===== src/rtl/gpio_pkg.sv =====
package gpio_pkg;
  localparam int DATA_W = 32;
  localparam int ADDR_W = 6;
  localparam int IDX_W  = 5;
  localparam int CFG_W  = 10;
  localparam int INIT_BIT = 10;

  localparam logic [2:0] MODE_OFF = 3'd0;
  localparam logic [2:0] MODE_IN  = 3'd1;
  localparam logic [2:0] MODE_PP  = 3'd2;
  localparam logic [2:0] MODE_OD  = 3'd3;
  localparam logic [2:0] MODE_OS  = 3'd4;
  localparam logic [2:0] MODE_ALT = 3'd5;

  localparam logic [1:0] PULL_NONE = 2'd0;
  localparam logic [1:0] PULL_UP   = 2'd1;
  localparam logic [1:0] PULL_DN   = 2'd2;
  localparam logic [1:0] PULL_KEEP = 2'd3;

  localparam logic [1:0] RD_NONE = 2'd0;
  localparam logic [1:0] RD_OUT  = 2'd1;
  localparam logic [1:0] RD_IN   = 2'd2;
  localparam logic [1:0] RD_CFG  = 2'd3;

  localparam logic [ADDR_W-1:0] ADDR_OUT = 6'h00;
  localparam logic [ADDR_W-1:0] ADDR_IN  = 6'h01;

  typedef struct packed {
    logic             wordWr;
    logic             cfgWr;
    logic [IDX_W-1:0] wrIdx;
    logic [1:0]       rdSel;
    logic [IDX_W-1:0] rdIdx;
  } strobe_t;

  function automatic logic isDrive(input logic [2:0] m);
    return (m == MODE_PP) || (m == MODE_OD) || (m == MODE_OS);
  endfunction

  function automatic logic isOff(input logic [2:0] m);
    return !((m == MODE_IN) || (m == MODE_ALT) || isDrive(m));
  endfunction
endpackage


===== src/rtl/gpio_ctrl.sv =====
module gpio_ctrl
  import gpio_pkg::*;
#(
  parameter int PIN_COUNT = 32
) (
  input  logic              wrEn,
  input  logic [ADDR_W-1:0] wrAddr,
  input  logic [ADDR_W-1:0] rdAddr,
  output strobe_t           strobe
);
  localparam logic [ADDR_W-1:0] PIN_LIMIT = ADDR_W'(PIN_COUNT);

  logic wrCfgHit;
  logic rdCfgHit;

  assign wrCfgHit = wrAddr[ADDR_W-1] && ({1'b0, wrAddr[IDX_W-1:0]} < PIN_LIMIT);
  assign rdCfgHit = rdAddr[ADDR_W-1] && ({1'b0, rdAddr[IDX_W-1:0]} < PIN_LIMIT);

  always_comb begin
    strobe        = '0;
    strobe.wrIdx  = wrAddr[IDX_W-1:0];
    strobe.rdIdx  = rdAddr[IDX_W-1:0];
    if (wrEn) begin
      if (wrAddr == ADDR_OUT) strobe.wordWr = 1'b1;
      else if (wrCfgHit)      strobe.cfgWr  = 1'b1;
    end
    if (rdAddr == ADDR_OUT)     strobe.rdSel = RD_OUT;
    else if (rdAddr == ADDR_IN) strobe.rdSel = RD_IN;
    else if (rdCfgHit)          strobe.rdSel = RD_CFG;
    else                        strobe.rdSel = RD_NONE;
  end
endmodule


===== src/rtl/gpio_datapath.sv =====
module gpio_datapath
  import gpio_pkg::*;
#(
  parameter int PIN_COUNT = 32
) (
  input  logic                          clk,
  input  logic                          rstN,
  input  strobe_t                       strobe,
  input  logic [DATA_W-1:0]             wrData,
  input  logic [PIN_COUNT-1:0]          setMask,
  input  logic [PIN_COUNT-1:0]          clearMask,
  input  logic [PIN_COUNT-1:0]          toggleMask,
  input  logic [PIN_COUNT-1:0]          padIn,
  input  logic [PIN_COUNT-1:0]          periphOut,
  input  logic [PIN_COUNT-1:0]          periphOe,
  output logic [PIN_COUNT-1:0]          padOut,
  output logic [PIN_COUNT-1:0]          padOe,
  output logic [PIN_COUNT-1:0]          padPullUp,
  output logic [PIN_COUNT-1:0]          padPullDn,
  output logic [DATA_W-1:0]             rdData,
  output logic [PIN_COUNT-1:0]          outBits,
  output logic [PIN_COUNT-1:0]          inBits,
  output logic [PIN_COUNT-1:0][2:0]     modeVec,
  output logic [PIN_COUNT-1:0][1:0]     pullVec
);
  logic [PIN_COUNT-1:0][CFG_W-1:0] cfgReg;
  logic [PIN_COUNT-1:0]            outReg;
  logic [PIN_COUNT-1:0]            nextOut;
  logic [PIN_COUNT-1:0]            syncA;
  logic [PIN_COUNT-1:0]            syncB;
  logic                            loadInit;
  logic [2:0]                      curWrMode;
  logic [2:0]                      curRdMode;
  logic                            curValue;

  assign curWrMode = cfgReg[strobe.wrIdx][2:0];
  assign loadInit  = strobe.cfgWr && isDrive(wrData[2:0]) && !isDrive(curWrMode);

  // Update order: word write, initial value, set, clear, toggle
  always_comb begin
    nextOut = outReg;
    if (strobe.wordWr) nextOut = wrData[PIN_COUNT-1:0];
    if (loadInit) nextOut[strobe.wrIdx] = wrData[INIT_BIT];
    nextOut = nextOut | setMask;
    nextOut = nextOut & ~clearMask;
    nextOut = nextOut ^ toggleMask;
  end

  always_ff @(posedge clk or negedge rstN) begin
    if (!rstN) outReg <= '0;
    else       outReg <= nextOut;
  end

  generate
    for (genvar p = 0; p < PIN_COUNT; p++) begin : g_pin
      logic [2:0] mode;
      logic [1:0] pull;
      logic       sampleEn;

      assign mode     = cfgReg[p][2:0];
      assign pull     = cfgReg[p][4:3];
      assign sampleEn = !isOff(mode);

      always_ff @(posedge clk or negedge rstN) begin
        if (!rstN) begin
          cfgReg[p] <= '0;
        end else if (strobe.cfgWr && (strobe.wrIdx == IDX_W'(p))) begin
          cfgReg[p] <= wrData[CFG_W-1:0];
        end
      end

      always_ff @(posedge clk or negedge rstN) begin
        if (!rstN) begin
          syncA[p] <= 1'b0;
          syncB[p] <= 1'b0;
        end else if (sampleEn) begin
          syncA[p] <= padIn[p];
          syncB[p] <= syncA[p];
        end
      end

      always_comb begin
        unique case (mode)
          MODE_PP: begin padOe[p] = 1'b1;        padOut[p] = outReg[p];    end
          MODE_OD: begin padOe[p] = !outReg[p];  padOut[p] = 1'b0;         end
          MODE_OS: begin padOe[p] = outReg[p];   padOut[p] = 1'b1;         end
          MODE_ALT: begin padOe[p] = periphOe[p]; padOut[p] = periphOut[p]; end
          default: begin padOe[p] = 1'b0;        padOut[p] = 1'b0;         end
        endcase
      end

      always_comb begin
        unique case (pull)
          PULL_UP:   begin padPullUp[p] = 1'b1;     padPullDn[p] = 1'b0;      end
          PULL_DN:   begin padPullUp[p] = 1'b0;     padPullDn[p] = 1'b1;      end
          PULL_KEEP: begin padPullUp[p] = syncB[p]; padPullDn[p] = !syncB[p]; end
          default:   begin padPullUp[p] = 1'b0;     padPullDn[p] = 1'b0;      end
        endcase
      end

      assign modeVec[p] = mode;
      assign pullVec[p] = pull;
    end
  endgenerate

  assign curRdMode = cfgReg[strobe.rdIdx][2:0];
  assign curValue  = (curRdMode == MODE_IN) ? syncB[strobe.rdIdx] : outReg[strobe.rdIdx];

  always_comb begin
    rdData = '0;
    unique case (strobe.rdSel)
      RD_OUT: rdData[PIN_COUNT-1:0] = outReg;
      RD_IN:  rdData[PIN_COUNT-1:0] = syncB;
      RD_CFG: begin
        rdData[CFG_W-1:0] = cfgReg[strobe.rdIdx];
        rdData[INIT_BIT]  = curValue;
      end
      default: rdData = '0;
    endcase
  end

  assign outBits = outReg;
  assign inBits  = syncB;
endmodule


===== src/rtl/gpio_port.sv =====
module gpio_port
  import gpio_pkg::*;
#(
  parameter int PIN_COUNT = 32
) (
  input  logic                 clk,
  input  logic                 rstN,
  input  logic                 wrEn,
  input  logic [5:0]           wrAddr,
  input  logic [31:0]          wrData,
  input  logic [5:0]           rdAddr,
  output logic [31:0]          rdData,
  input  logic [PIN_COUNT-1:0] setMask,
  input  logic [PIN_COUNT-1:0] clearMask,
  input  logic [PIN_COUNT-1:0] toggleMask,
  input  logic [PIN_COUNT-1:0] padIn,
  input  logic [PIN_COUNT-1:0] periphOut,
  input  logic [PIN_COUNT-1:0] periphOe,
  output logic [PIN_COUNT-1:0] padOut,
  output logic [PIN_COUNT-1:0] padOe,
  output logic [PIN_COUNT-1:0] padPullUp,
  output logic [PIN_COUNT-1:0] padPullDn
);
  strobe_t                      strobe;
  logic [PIN_COUNT-1:0]         outBits;
  logic [PIN_COUNT-1:0]         inBits;
  logic [PIN_COUNT-1:0][2:0]    modeVec;
  logic [PIN_COUNT-1:0][1:0]    pullVec;

  gpio_ctrl #(.PIN_COUNT(PIN_COUNT)) u_ctrl (
    .wrEn   (wrEn),
    .wrAddr (wrAddr),
    .rdAddr (rdAddr),
    .strobe (strobe)
  );

  gpio_datapath #(.PIN_COUNT(PIN_COUNT)) u_dp (
    .clk        (clk),
    .rstN       (rstN),
    .strobe     (strobe),
    .wrData     (wrData),
    .setMask    (setMask),
    .clearMask  (clearMask),
    .toggleMask (toggleMask),
    .padIn      (padIn),
    .periphOut  (periphOut),
    .periphOe   (periphOe),
    .padOut     (padOut),
    .padOe      (padOe),
    .padPullUp  (padPullUp),
    .padPullDn  (padPullDn),
    .rdData     (rdData),
    .outBits    (outBits),
    .inBits     (inBits),
    .modeVec    (modeVec),
    .pullVec    (pullVec)
  );
endmodule


===== config.mk =====
export PLATFORM = sky130hd
export DESIGN_NAME = gpio_port
export DESIGN_NICKNAME = d
export VERILOG_FILES = /design/src/rtl/gpio_pkg.sv /design/src/rtl/gpio_ctrl.sv /design/src/rtl/gpio_datapath.sv /design/src/rtl/gpio_port.sv
export SDC_FILE = /design/constraint.sdc
export NUM_CORES = 1
export LEC_CHECK = 0
export BUFFER_PORTS_ARGS = -buffer_cell sky130_fd_sc_hd__buf_2
export CAP_MARGIN = 20
export CORE_UTILIZATION = 45
export DETAILED_ROUTE_END_ITERATION = 10
export GPL_TIMING_DRIVEN = 0
export PLACE_DENSITY = 0.65
export SLEW_MARGIN = 5
export SYNTH_ARGS = -nofsm -noshare
export SYNTH_HDL_FRONTEND = slang
export SYNTH_SLANG_ARGS = --single-unit

===== constraint.sdc =====
create_clock -name clk -period 6.3 [get_ports clk]
set_input_delay 1.26 -clock clk [delete_from_list [all_inputs] [get_ports clk]]
set_output_delay 1.26 -clock clk [all_outputs]
set_load 0.02 [all_outputs]

Yosys cells after proc, flatten, opt, wreduce, memory -nomap -nowiden
Index checks and enable logic that the tools add are counted.
W data, S select, Z words.
{ "totals": {"inputBits": 239, "wordCells": 788, "register_bits": 416, "out_inout_bits": 160} }
{ "classes": {"n_mux": 151, "magnitude_cmp": 3, "n_eq_ne": 298, "bitwise": 4, "reduce_logical": 235} }
{ "op_table": {"columns": ["operator", "n"], "rows": [
  ["$eq A3 B2 Y1 const B", 68],
  ["$eq A3 B3 Y1 const B", 66],
  ["$eq A2 B2 Y1 const B", 66],
  ["$logic_or A1 B1 Y1", 132],
  ["$pmux W1 S2", 64],
  ["$pmux W1 S4", 32],
  ["$bmux W10 S5", 2],
  ["$eq A3 B1 Y1 const B", 33],
  ["$pmux W1 S3", 32],
  ["$eq A5 B5 Y1 const B", 16],
  ["$eq A2 B1 Y1 const B", 33],
  ["$logic_not A1 Y1", 65],
  ["$mux W32", 2],
  ["$pmux W21 S2", 1],
  ["$eq A5 B4 Y1 const B", 8],
  ["$logic_and A1 B1 Y1", 35],
  ["$pmux W11 S3", 1],
  ["$and A32 B32 Y32", 1],
  ["$bwmux W32", 1],
  ["$not A32 Y32", 1],
  ["$or A32 B32 Y32", 1],
  ["$xor A32 B32 Y32", 1],
  ["$eq A5 B3 Y1 const B", 4],
  ["$logic_not A6 Y1", 2],
  ["12 further kinds", 24]
]} }

Depth between registers and ports, before layout
{ "depth": {"depth_word": 11, "mapped_depth": 14, "depth_no_buf": 9} }

Hierarchy
Synthesis repeated with hierarchy kept, for this count alone.
{ "hier_totals": {"hier_cells": 2293, "area_unflattened_um2": 26042.5} }
{ "modules_own_cells": {"columns": ["mod", "area_each_um2", "n_inst", "seq_area_each_um2", "cells_each"], "rows": [
  ["gpio_datapath", 25913.6, 1, 10410.0, 2276],
  ["gpio_ctrl", 128.9, 1, 0.0, 17]
]} }

Least setup slack after synthesis
No wires, ideal clock.
{ "synth_timing": {"kind": "input to output", "startpoint": "input rdAddr[0]", "endpoint": "output rdData[4]", "path_stages": 10, "slack_ps": 1027, "required_time_ps": 5040, "arrival_ps": 4013, "n_path_buf": 5, "path_cell_list": "clkbuf_1 buf_2 buf_2 buf_2 clkbuf_1 mux4_2 mux4_2 mux2_2 nand2_1 o21ai_0"} }
{ "synth_between": {"elab_chain_cells": 5, "word_cells_on_any_way": 10, "classes_between": "eq/ne (4); mux (5); reduce/logical (1)"} }
{ "synth_lines": {"columns": ["element", "line", "text"], "rows": [
  ["from (decl)", "gpio_port.sv:11", "input logic [5:0] rdAddr,"],
  ["$eq A6 B1 Y1", "gpio_ctrl.sv:28", "else if (rdAddr == ADDR_IN) strobe.rdSel = RD_IN;"],
  ["$mux W2", "gpio_ctrl.sv:28", null],
  ["$mux W2", "gpio_ctrl.sv:27", "if (rdAddr == ADDR_OUT) strobe.rdSel = RD_OUT;"],
  ["$eq A2 B2 Y1 or $eq A2 B1 Y1 (tied branches)", "gpio_datapath.sv:111", "unique case (strobe.rdSel)"],
  ["$pmux W11 S3 *", "gpio_datapath.sv:111", null],
  ["to (decl)", "gpio_port.sv:12", "output logic [31:0] rdData,"]
]} }
Mark *: on every way between the ends. The rest lies on a longest branch, timed or not. The select of a mux whose other input is x is not followed.

Worst setup path in the final report
{ "layout_timing": {"startpoint": "input rdAddr[1]", "endpoint": "output rdData[10]"} }
{ "layout_between": {"elab_chain_cells": 5, "word_cells_on_any_way": 16, "classes_between": "eq/ne (5); mux (10); reduce/logical (1)"} }
{ "layout_lines": {"columns": ["element", "line", "text"], "rows": [
  ["$bmux W10 S5 or $eq A6 B1 Y1 (tied branches)", "gpio_datapath.sv:106, gpio_ctrl.sv:28", null],
  ["$mux W10 (not written as such) or $mux W2 (tied branches)", "gpio_datapath.sv:106, gpio_ctrl.sv:28", null],
  ["$eq A3 B1 Y1 or $mux W2 (tied branches)", "gpio_datapath.sv:107, gpio_ctrl.sv:27", null],
  ["$mux W1 (tied with other cells)", "gpio_datapath.sv:107", "assign curValue = (curRdMode == MODE_IN) ? syncB[strobe.rdIdx] : outReg[strobe.rdIdx];"],
  ["$pmux W11 S3 *", "gpio_datapath.sv:111", null]
]} }
Marks and branches as above.

==> out/qor.txt <==
Synthesized area = 0.0245 sq mm
Relative slew slack = 28.5%
Slew @ Worst Pin = 1070 ps
Share of the synthesized area in the top cell type = 42.6%
Critical path, cell by cell = clkbuf_1 -> buf_2 -> clkbuf_2 -> mux4_2 -> mux4_2 -> mux2i_1 -> nand3_1 -> nand3_1 -> o21ai_0 -> buf_2
DR WL/cell = 29.2 um
Setup violators final = 0
Total Routed Length = 96100 um
Aggregate global-route resource usage = 34.6%
Cells after synthesis = 2101
CTS tree = built
Cts hold-fix bufs = 0
Worst path slowest cell = buf_2
Arr. time, crit path = 4890 ps
Remaining DRCs = 4
RSZ-0062 raised after global routing = false
Max-Cap Viols = 0
Postcts setup bufs = 0
Critical Path RT = 5040 ps
Slowest cell delay on critical path = 650 ps
DR pass1 iterations = 9
Avg Inst Size Synth = 11.6 sq um
TNS Setup = 0 ps
Final Hold Fails = 0
Largest net degree at the start of global routing = 113
Vias in the first global route = 20300
F_max = 163 MHz
I/O Buffers = 390
CTS max path bufs = 3
Commonest cells after routing, fill and taps aside = dfrtp_1, buf_2, mux2_2, nor2_1, mux4_2
Register area share after synthesis = 42.6%
Synth cell types = 43
Final Power = 9.00 mW
CP endpoint kind = output pin
DP Area = 0.0275 sq mm
I/O pins = 399
Commonest non-fill, non-tap cell in the layout = dfrtp_1
Maximum vdd drop = 0.000231 V
Syn_nets = 2388
Pins Over Slew Limit = 0
Seq cells post-synth = 416
Clock skew = 20.3 ps
TritonCTS buffer count = 47
Worst-Skew Late Latency = 610 ps
Final HPWL DP = 73700 um
Leakage power = 14.1 nW
CP Launch Type = input pin
Root Driver = clkbuf_16
HP Class = register to register
Period utilization = 97.6%
DR vias = 20600
Die width = 235 um
Pwr/cell area = 309 mW/mm^2
YS warnings = 0
Post-synth top area cell = dfrtp_1
Vias per std cell = 6.26
CTS clk-pin slew, worst paths = 60 ps
Global route overflow = 0
Final net count = 2840
FF-to-FF path depth = 11
Layout area overhead = 19.1%
Clock sinks = 416
Starting Density = 45.5%
Final hold slack = 489 ps
Final worst path period need = 6150 ps
Rows = 85
# fillers = 4737
Htree depth = 2
Die area = 0.0553 sq mm
Initial antenna violation count = 6
First-pass GRT wire length = 138000 um
Placer Congestion = 0.961
CORE AREA = 0.0538 sq mm
Synth area leaders = dfrtp_1, mux2_2, mux4_2
Crit-path max FO = 19
Core Util, Final = 54.1%
Layout cells sized above 1 = 40.5%
Non-Filler Cell Area, Final = 0.0291 sq mm
Failing checks = DRC
DIE HEIGHT = 235 um
WHS Path Cells = 2
1st-iter DRT viols = 2044
Crit Path Class = input pin to output pin
Run status = finished with violations
Final ANT Viol Nets = 0
## cell usage after synthesis (all sizes together)
cell	n
xor2	24
nand2b	13
mux4	130
and3	42
nand3b	3
o31ai	8
or2	3
a31o	14
o21ai	66
a22oi	11
nor2	185
nand2	104
mux2i	98
a21boi	32
a32oi	1
o221a	3
clkbuf	75
nor3	34
xnor2	8
a31oi	29
nor2b	53
or3b	1
nand4	9
mux2	381
buf	38
and2	1
o22ai	6
nand4bb	2
a311oi	17
a21oi	79
inv	89
dfrtp	416
a211oi	2
nand3	59
a221o	1
a21o	16
ha	48
## per-layer routing
| layer | track usage (%) | up-vias | wire [um] |
|---|---|---|---|
| met1 | 48.7 | 10600 | 39900 |
| met5 | 0 | - | 13 |
| met4 | 13.2 | 2 | 3950 |
| met3 | 7.18 | 199 | 9210 |
| li1 | - | 8607 | - |
| met2 | 52.7 | 1184 | 43000 |
## layout make-up
cell class / instances / area, sq um / area share, %
Multi-Input combinational cell: 1483 / 13300 / 45.5
Sequential cell: 416 / 10400 / 35.7
Timing Repair Buffer: 404 / 2200 / 7.55
Clock buffer: 67 / 1410 / 4.85
Tap cell: 696 / 871 / 2.99
Buffer: 112 / 489 / 1.68
Inverter: 89 / 334 / 1.15
Clock inverter: 18 / 158 / 0.541
Antenna cell: 5 / 12.5 / 0.0429
## worst max-delay path: cells and delay by family
family | cells | cell delay [ps]
buffers and inverters | 4 | 1990
AND/OR/NAND/NOR | 2 | 220
AO/OA/AOI/OAI | 1 | 260
multiplexers | 3 | 1130
## worst paths after layout
kind	slack, ps	startpoint	endpoint
min	490	u_dp.syncA[0]	u_dp.inBits[0]
max	150	rdAddr[1]	rdData[10]
min in group asynchronous	540	rstN	u_dp.inBits[15]
max in group asynchronous	4540	rstN	u_dp.modeVec[59]
min reg2reg	490	u_dp.syncA[0]	u_dp.inBits[0]
max reg2reg	2910	u_dp.modeVec[16]	u_dp.outBits[4]
## through the flow
step | instances | worst slack [ps]
after floorplan | 2101 | 1030
after global placement | 3187 | -4140
after detailed placement | 3198 | -727
after CTS | 3282 | 34.5
after global routing | 3288 | 64.5
final | 3290 | 151
## cell families (layout without fill, tap and decap cells)
family,after synthesis,in the layout,share of synthesized area (%)
XOR/XNOR,32,32,1.15
adder cells (fa/ha/maj),48,48,2.46
other,0,5,0
flip-flops,416,416,42.6
AO/OA/AOI/OAI,285,285,7.39
multiplexers,609,609,33.5
AND/OR/NAND/NOR,509,509,9.65
buffers and inverters,202,690,3.27
## state kept, by name, indices dropped and copies added (netlist names)
signal	cells
u_dp.cfgReg	160
u_dp.inBits	32
u_dp.modeVec	96
u_dp.outBits	32
u_dp.pullVec	64
u_dp.syncA	32
## what timing repair did
item | in CTS | in global routing
setup endpoints to repair | 20 | 4
pin swaps | 0 | 0
gates resized for setup | 12 | 4
## report_power, final
| group | switching (mW) | total [mW] | internal [mW] |
|---|---|---|---|
| Sequential | 0.700 | 3.87 | 3.17 |
| Combinational | 1.19 | 2.33 | 1.14 |
| Clock | 1.19 | 2.80 | 1.61 |
| Total | 3.09 | 9.00 | 5.91 |
Power figures use the tool's default switching activity.
